<file path="src/rtl/claim_pkg.sv">
package claim_pkg;

    localparam int unsigned REG_W     = 64;
    localparam int unsigned TAG_FIELD = 32;
    localparam int unsigned SYND_W    = 6;
    localparam logic [SYND_W-1:0] SYND_TRACE = 6'h18;

    typedef enum logic [3:0] {
        OUT_NONE  = 4'b0000,
        OUT_OK    = 4'b0001,
        OUT_UNDEF = 4'b0010,
        OUT_TRAP  = 4'b0100,
        OUT_HALT  = 4'b1000
    } outcome_t;

    typedef enum logic [1:0] {
        LVL_0 = 2'd0,
        LVL_1 = 2'd1,
        LVL_2 = 2'd2,
        LVL_3 = 2'd3
    } level_t;

    typedef enum logic {
        VIEW_SET = 1'b0,
        VIEW_CLR = 1'b1
    } view_t;

    typedef struct packed {
        logic l1_trap;
        logic l2_en;
        logic l2_trap;
        logic fg_impl;
        logic fg_permit;
        logic fg_rd;
        logic fg_wr;
        logic l3_present;
        logic l3_undef_first;
        logic l3_trap;
        logic l3_undef_sel;
        logic tbuf_ext;
        logic os_lock;
        logic halt_ok;
        logic ext_trap;
    } gate_ctl_t;

endpackage

</file>
<file path="src/rtl/claim_access_arbiter.sv">
module claim_access_arbiter
    import claim_pkg::*;
(
    input  level_t    level,
    input  logic      is_write,
    input  gate_ctl_t ctl,
    output outcome_t  outcome,
    output level_t    trap_level
);

    logic halt_cond;
    logic top_undef_first;
    logic top_trap;
    logic fg_hit;

    always_comb begin
        halt_cond       = ctl.tbuf_ext && !ctl.os_lock && ctl.halt_ok && ctl.ext_trap;
        top_undef_first = ctl.l3_present && ctl.l3_undef_first && ctl.l3_trap;
        top_trap        = ctl.l3_present && ctl.l3_trap;
        fg_hit          = ctl.l2_en && ctl.fg_impl && (!ctl.l3_present || ctl.fg_permit)
                          && (is_write ? ctl.fg_wr : ctl.fg_rd);
    end

    always_comb begin
        outcome    = OUT_OK;
        trap_level = LVL_0;
        unique case (level)
            LVL_0: begin
                outcome = OUT_UNDEF;
            end
            LVL_1: begin
                if (top_undef_first) begin
                    outcome = OUT_UNDEF;
                end else if (ctl.l1_trap) begin
                    outcome    = OUT_TRAP;
                    trap_level = LVL_1;
                end else if (ctl.l2_en && ctl.l2_trap) begin
                    outcome    = OUT_TRAP;
                    trap_level = LVL_2;
                end else if (fg_hit) begin
                    outcome    = OUT_TRAP;
                    trap_level = LVL_2;
                end else if (top_trap) begin
                    if (ctl.l3_undef_sel) begin
                        outcome = OUT_UNDEF;
                    end else begin
                        outcome    = OUT_TRAP;
                        trap_level = LVL_3;
                    end
                end else if (halt_cond) begin
                    outcome = OUT_HALT;
                end
            end
            LVL_2: begin
                if (top_undef_first) begin
                    outcome = OUT_UNDEF;
                end else if (ctl.l2_trap) begin
                    outcome    = OUT_TRAP;
                    trap_level = LVL_2;
                end else if (top_trap) begin
                    if (ctl.l3_undef_sel) begin
                        outcome = OUT_UNDEF;
                    end else begin
                        outcome    = OUT_TRAP;
                        trap_level = LVL_3;
                    end
                end else if (halt_cond) begin
                    outcome = OUT_HALT;
                end
            end
            LVL_3: begin
                if (ctl.l3_trap) begin
                    outcome    = OUT_TRAP;
                    trap_level = LVL_3;
                end else if (halt_cond) begin
                    outcome = OUT_HALT;
                end
            end
            default: begin
                outcome = OUT_UNDEF;
            end
        endcase
    end

endmodule

</file>
<file path="src/rtl/claim_tag_store.sv">
module claim_tag_store #(
    parameter int unsigned IMPL_TAGS = 8,
    parameter int unsigned FIELD_W   = 32
) (
    input  logic               clk,
    input  logic               rst_n,
    input  logic [FIELD_W-1:0] set_bits,
    input  logic [FIELD_W-1:0] clr_bits,
    output logic [FIELD_W-1:0] tag_state
);

    for (genvar i = 0; i < FIELD_W; i++) begin : g_cell
        if (i < IMPL_TAGS) begin : g_live
            logic cell_q;
            always_ff @(posedge clk or negedge rst_n) begin
                if (!rst_n) begin
                    cell_q <= 1'b0;
                end else if (clr_bits[i]) begin
                    cell_q <= 1'b0;
                end else if (set_bits[i]) begin
                    cell_q <= 1'b1;
                end
            end
            assign tag_state[i] = cell_q;
        end else begin : g_absent
            assign tag_state[i] = 1'b0;
        end
    end

endmodule

</file>
<file path="src/rtl/claim_resp_fsm.sv">
module claim_resp_fsm
    import claim_pkg::*;
(
    input  logic              clk,
    input  logic              rst_n,
    input  logic              req_valid,
    input  outcome_t          outcome_in,
    input  level_t            trap_level_in,
    input  logic [REG_W-1:0]  rdata_in,
    output logic              rsp_valid,
    output logic [3:0]        rsp_outcome,
    output logic [1:0]        rsp_trap_level,
    output logic [SYND_W-1:0] rsp_syndrome,
    output logic [REG_W-1:0]  rsp_rdata
);

    typedef enum logic {
        ST_IDLE = 1'b0,
        ST_RESP = 1'b1
    } rsp_state_t;

    rsp_state_t state_q;
    rsp_state_t state_d;

    always_comb begin
        state_d = state_q;
        unique case (state_q)
            ST_IDLE: if (req_valid) state_d = ST_RESP;
            ST_RESP: state_d = req_valid ? ST_RESP : ST_IDLE;
            default: state_d = ST_IDLE;
        endcase
    end

    always_ff @(posedge clk or negedge rst_n) begin
        if (!rst_n) begin
            state_q <= ST_IDLE;
        end else begin
            state_q <= state_d;
        end
    end

    always_ff @(posedge clk or negedge rst_n) begin
        if (!rst_n) begin
            rsp_outcome    <= OUT_NONE;
            rsp_trap_level <= LVL_0;
            rsp_syndrome   <= '0;
            rsp_rdata      <= '0;
        end else if (req_valid) begin
            rsp_outcome    <= outcome_in;
            rsp_trap_level <= (outcome_in == OUT_TRAP) ? trap_level_in : LVL_0;
            rsp_syndrome   <= (outcome_in == OUT_TRAP) ? SYND_TRACE : '0;
            rsp_rdata      <= (outcome_in == OUT_OK) ? rdata_in : '0;
        end else begin
            rsp_outcome    <= OUT_NONE;
            rsp_trap_level <= LVL_0;
            rsp_syndrome   <= '0;
            rsp_rdata      <= '0;
        end
    end

    assign rsp_valid = (state_q == ST_RESP);

endmodule

</file>
<file path="src/rtl/claim_tag_gate.sv">
module claim_tag_gate
    import claim_pkg::*;
#(
    parameter int unsigned IMPL_TAGS = 8
) (
    input  logic        clk,
    input  logic        rst_n,
    input  logic        req_valid,
    input  logic        req_write,
    input  logic        req_view,
    input  logic [1:0]  req_level,
    input  logic [63:0] req_wdata,
    input  logic        l1_trace_trap,
    input  logic        l2_enabled,
    input  logic        l2_trace_trap,
    input  logic        fg_implemented,
    input  logic        fg_permitted,
    input  logic        fg_read_trap,
    input  logic        fg_write_trap,
    input  logic        l3_present,
    input  logic        l3_undef_first,
    input  logic        l3_trace_trap,
    input  logic        l3_undef_select,
    input  logic        tbuf_ext_present,
    input  logic        os_lock_set,
    input  logic        halt_permitted,
    input  logic        ext_trace_trap,
    output logic        rsp_valid,
    output logic [3:0]  rsp_outcome,
    output logic [1:0]  rsp_trap_level,
    output logic [5:0]  rsp_syndrome,
    output logic [63:0] rsp_rdata
);

    localparam int unsigned LIVE = (IMPL_TAGS > TAG_FIELD) ? TAG_FIELD : IMPL_TAGS;
    localparam logic [TAG_FIELD-1:0] LIVE_MASK =
        (LIVE == TAG_FIELD) ? {TAG_FIELD{1'b1}} : ((TAG_FIELD'(1) << LIVE) - TAG_FIELD'(1));

    gate_ctl_t             ctl;
    outcome_t              decide;
    level_t                decide_lvl;
    logic                  wr_ok;
    logic [TAG_FIELD-1:0]  set_bits;
    logic [TAG_FIELD-1:0]  clr_bits;
    logic [TAG_FIELD-1:0]  tag_state;
    logic [REG_W-1:0]      read_word;

    always_comb begin
        ctl.l1_trap        = l1_trace_trap;
        ctl.l2_en          = l2_enabled;
        ctl.l2_trap        = l2_trace_trap;
        ctl.fg_impl        = fg_implemented;
        ctl.fg_permit      = fg_permitted;
        ctl.fg_rd          = fg_read_trap;
        ctl.fg_wr          = fg_write_trap;
        ctl.l3_present     = l3_present;
        ctl.l3_undef_first = l3_undef_first;
        ctl.l3_trap        = l3_trace_trap;
        ctl.l3_undef_sel   = l3_undef_select;
        ctl.tbuf_ext       = tbuf_ext_present;
        ctl.os_lock        = os_lock_set;
        ctl.halt_ok        = halt_permitted;
        ctl.ext_trap       = ext_trace_trap;
    end

    claim_access_arbiter u_arb (
        .level      (level_t'(req_level)),
        .is_write   (req_write),
        .ctl        (ctl),
        .outcome    (decide),
        .trap_level (decide_lvl)
    );

    always_comb begin
        wr_ok    = req_valid && req_write && (decide == OUT_OK);
        set_bits = (wr_ok && req_view == VIEW_SET) ? (req_wdata[TAG_FIELD-1:0] & LIVE_MASK) : '0;
        clr_bits = (wr_ok && req_view == VIEW_CLR) ? (req_wdata[TAG_FIELD-1:0] & LIVE_MASK) : '0;
        read_word = '0;
        if (!req_write) begin
            read_word[TAG_FIELD-1:0] = (req_view == VIEW_CLR) ? tag_state : LIVE_MASK;
        end
    end

    claim_tag_store #(
        .IMPL_TAGS (LIVE),
        .FIELD_W   (TAG_FIELD)
    ) u_store (
        .clk       (clk),
        .rst_n     (rst_n),
        .set_bits  (set_bits),
        .clr_bits  (clr_bits),
        .tag_state (tag_state)
    );

    claim_resp_fsm u_rsp (
        .clk            (clk),
        .rst_n          (rst_n),
        .req_valid      (req_valid),
        .outcome_in     (decide),
        .trap_level_in  (decide_lvl),
        .rdata_in       (read_word),
        .rsp_valid      (rsp_valid),
        .rsp_outcome    (rsp_outcome),
        .rsp_trap_level (rsp_trap_level),
        .rsp_syndrome   (rsp_syndrome),
        .rsp_rdata      (rsp_rdata)
    );

endmodule

</file>
<file path="config.mk">
export PLATFORM = sky130hd
export DESIGN_NAME = claim_tag_gate
export DESIGN_NICKNAME = d
export VERILOG_FILES = /design/src/rtl/claim_pkg.sv /design/src/rtl/claim_access_arbiter.sv /design/src/rtl/claim_tag_store.sv /design/src/rtl/claim_resp_fsm.sv /design/src/rtl/claim_tag_gate.sv
export SDC_FILE = /design/constraint.sdc
export NUM_CORES = 1
export LEC_CHECK = 0
export ABC_AREA = 1
export CORE_MARGIN = 5
export CORE_UTILIZATION = 25
export CTS_BUF_LIST = sky130_fd_sc_hd__clkbuf_8
export DETAILED_ROUTE_END_ITERATION = 6
export PLACE_DENSITY = 0.68
export SKIP_CTS_REPAIR_TIMING = 1
export SKIP_LAST_GASP = 1
export SLEW_MARGIN = 30
export SYNTH_ARGS = -nofsm -noshare
export SYNTH_HDL_FRONTEND = slang
export SYNTH_SLANG_ARGS = --single-unit
</file>
<file path="constraint.sdc">
create_clock -name clk -period 1 [get_ports clk]
set_clock_uncertainty 0.2 [all_clocks]
set_input_delay 0.25 -clock clk [delete_from_list [all_inputs] [get_ports clk]]
set_output_delay 0.25 -clock clk [all_outputs]
set_load 0.005 [all_outputs]
</file>
==> run metrics <==
status finished, violations left; failing checks negative setup slack; PwrDens between 1000 and 1500 nW/um^2; RSZ-0062 raised after global routing yes; share of post-route cells with drive strength above 1 39.0%; clk buf depth 2; Die Ht 91.3 microns; Synth Register Bits 24; Core Area 6390 sq um; Finished Layout Cells 369; Compound-Gate Fraction of Synth Area around 5.4%; most common library cell in the layout ignoring fill and taps conb_1; CP max FO 9; CP Class input port to flop; period utilisation layout 130%; htree depth 1; largest net degree at the start of global routing 25; Via Count 1495; total congestion overflow 0; routed wire length 4150 microns; CP Launch Type input port; GPL Wtd Cong slightly above 0.8; TritonCTS clock tree built; worst slack, placed -973 ps; total die area 8340 sq um; simple-gate share of the synthesized area 24.3%; Syn Inst Count 217; crit path DAT 1250 ps; Fin. Hold Viols 0; DRC 0; Synth top area share between 30% and 40%; routed vias/inst 4.05; Max Cap Viol 0; Initial Util between 20 and 30%; post-route setup slack -300 ps; Pins Over Slew Limit 0; port bufs 46; register area share after synthesis between 30% and 40%; Synth cell types 21; Placed Area 2180 sq um; first-pass GRT wire length around 5700 microns; nets 379; Clock transition at path regs 80 ps; Met2 Routed Length between 2000 and 2500 microns; largest family of logic cells by synthesized area buffers and inverters; Clock Tree Root clkbuf_8; drt pass-1 iters 5; Sink Count 24; vias in the first global route 1338; Core Rows 29; hpwl dp approximately 3000 microns; top sig layer met4; ranking of synthesized cells by area dfrtp_1, buf_4, nand2_1; mean routed wirelength per cell 11.2 microns; wl on met1 about 1600 microns; Worst EP required 950 ps; Post-DRT Antenna Nets 0; antenna violations before repair 0; Placed Cells 354; Chip Width 91.3 microns; cell taking the most area after synthesis dfrtp_1; Mapped Area 1650 sq um; worst skew pair latency 260 ps; Top Ports 163; Synth Area in Adders 0%; met3 routed WL 252 microns; Synth Area in XOR/XNOR 0%; TNS Setup -8430 ps; Avg Cell Area, Syn 7.62 sq um; synth warn 0; fill count 615; VDD IR max roughly 930 uV; Inserted Clock Buffers 3; Antenna diodes 0; Reg2Reg Setup Slack -10 ps; most frequent cells in the layout conb_1, nand2_1, dfrtp_1, clkbuf_2, buf_4; Final setup violation count 40; worst hold-check path type input port to async pin; Power, Total 2.51 mW; CP Capture Type flop; Fmax slightly below 800 MHz; Period minus WS final between 1000 and 1500 ps; post-layout instance area 2450 sq um; Area Growth Syn to Fin 48.2%; initial DRC count 37; leakage power 1.34 nW; mux contribution to synthesized area 0%; GRT Total Usage 7.89%
flip-flops by register name (all words and copies together), names as in the netlist:
name / flops
u_rsp.rsp_outcome: 4
u_rsp.rsp_syndrome: 1
u_rsp.rsp_rdata: 8
u_rsp.rsp_trap_level: 2
u_store.g_cell.g_live.cell_q: 8
u_rsp.rsp_valid: 1
layer usage:
layer / global-route usage (%) / vias up
met2: 15.0 / 83
met1: 9.18 / 687
met5: 0 / -
li1: - / 721
met3: 0.744 / 4
met4: 2.57 / 0
path summary, 6_finish.rpt:
| check | end | start | cells past startpoint |
|---|---|---|---|
| setup / recovery | u_store.g_cell[7].g_live.cell_q | fg_read_trap | 11 |
| hold / removal | u_rsp.rsp_rdata[1] | rst_n | 2 |
| setup reg to reg | u_rsp.rsp_rdata[0] | u_store.g_cell[0].g_live.cell_q | 2 |
| hold reg to reg | u_store.g_cell[6].g_live.cell_q | u_store.g_cell[6].g_live.cell_q | 2 |
| max in group asynchronous | u_rsp.rsp_outcome[3] | rst_n | 2 |
| min in group clk | u_rsp.rsp_outcome[3] | l3_trace_trap | 4 |
worst max-delay path, cell delays in order:
cell,delay (ps)
clkbuf_2,90
inv_2,30
nand2_2,50
nand2_2,60
nor2_4,160
nor2_4,50
nand4_1,110
buf_6,180
nand2_8,100
nand4_1,90
nand2_1,70
metrics by stage:
stage | utilization, % | hold WS (ps)
2_1_floorplan | - | -246
3_3_place_gp | 34.1 | 258
3_5_place_dp | 34.1 | 258
4_1_cts | 35.0 | 146
5_1_grt | 38.4 | 161
6_report | 38.4 | 136
layout make-up:
type	instances	area, sq um	share of cell area, %
Timing Repair inverter	1	6.26	0.255
Multi-Input combinational cell	168	943	38.5
Tap cell	77	96.3	3.93
Inverter	22	114	4.65
Sequential cell	24	601	24.5
Timing Repair Buffer	73	636	25.9
Clock buffer	4	55.1	2.25
synthesized netlist by cell type, drive strengths merged:
cell and count:
nor2 20, o211ai 1, buf 62, o21ai 9, nand3 10, nand2 45, conb 1, nand4 12
a21oi 6, nor3 2, a31oi 1, inv 22, clkbuf 2, dfrtp 24
cells by family after synthesis:
group                  count (synthesis)
AND/OR/NAND/NOR                       89
buffers and inverters                 86
flip-flops                            24
AO/OA/AOI/OAI                         17
other                                  1
report_power, final:
part / internal, mW / switching (mW) / leakage [nW]
Sequential: 1.08 / 0.0568 / 0.318
Clock: 0.351 / 0.293 / 0.0288
Combinational: 0.321 / 0.407 / 0.998
Total: 1.75 / 0.757 / 1.34
Note: power is estimated with default switching activity, not from simulation.
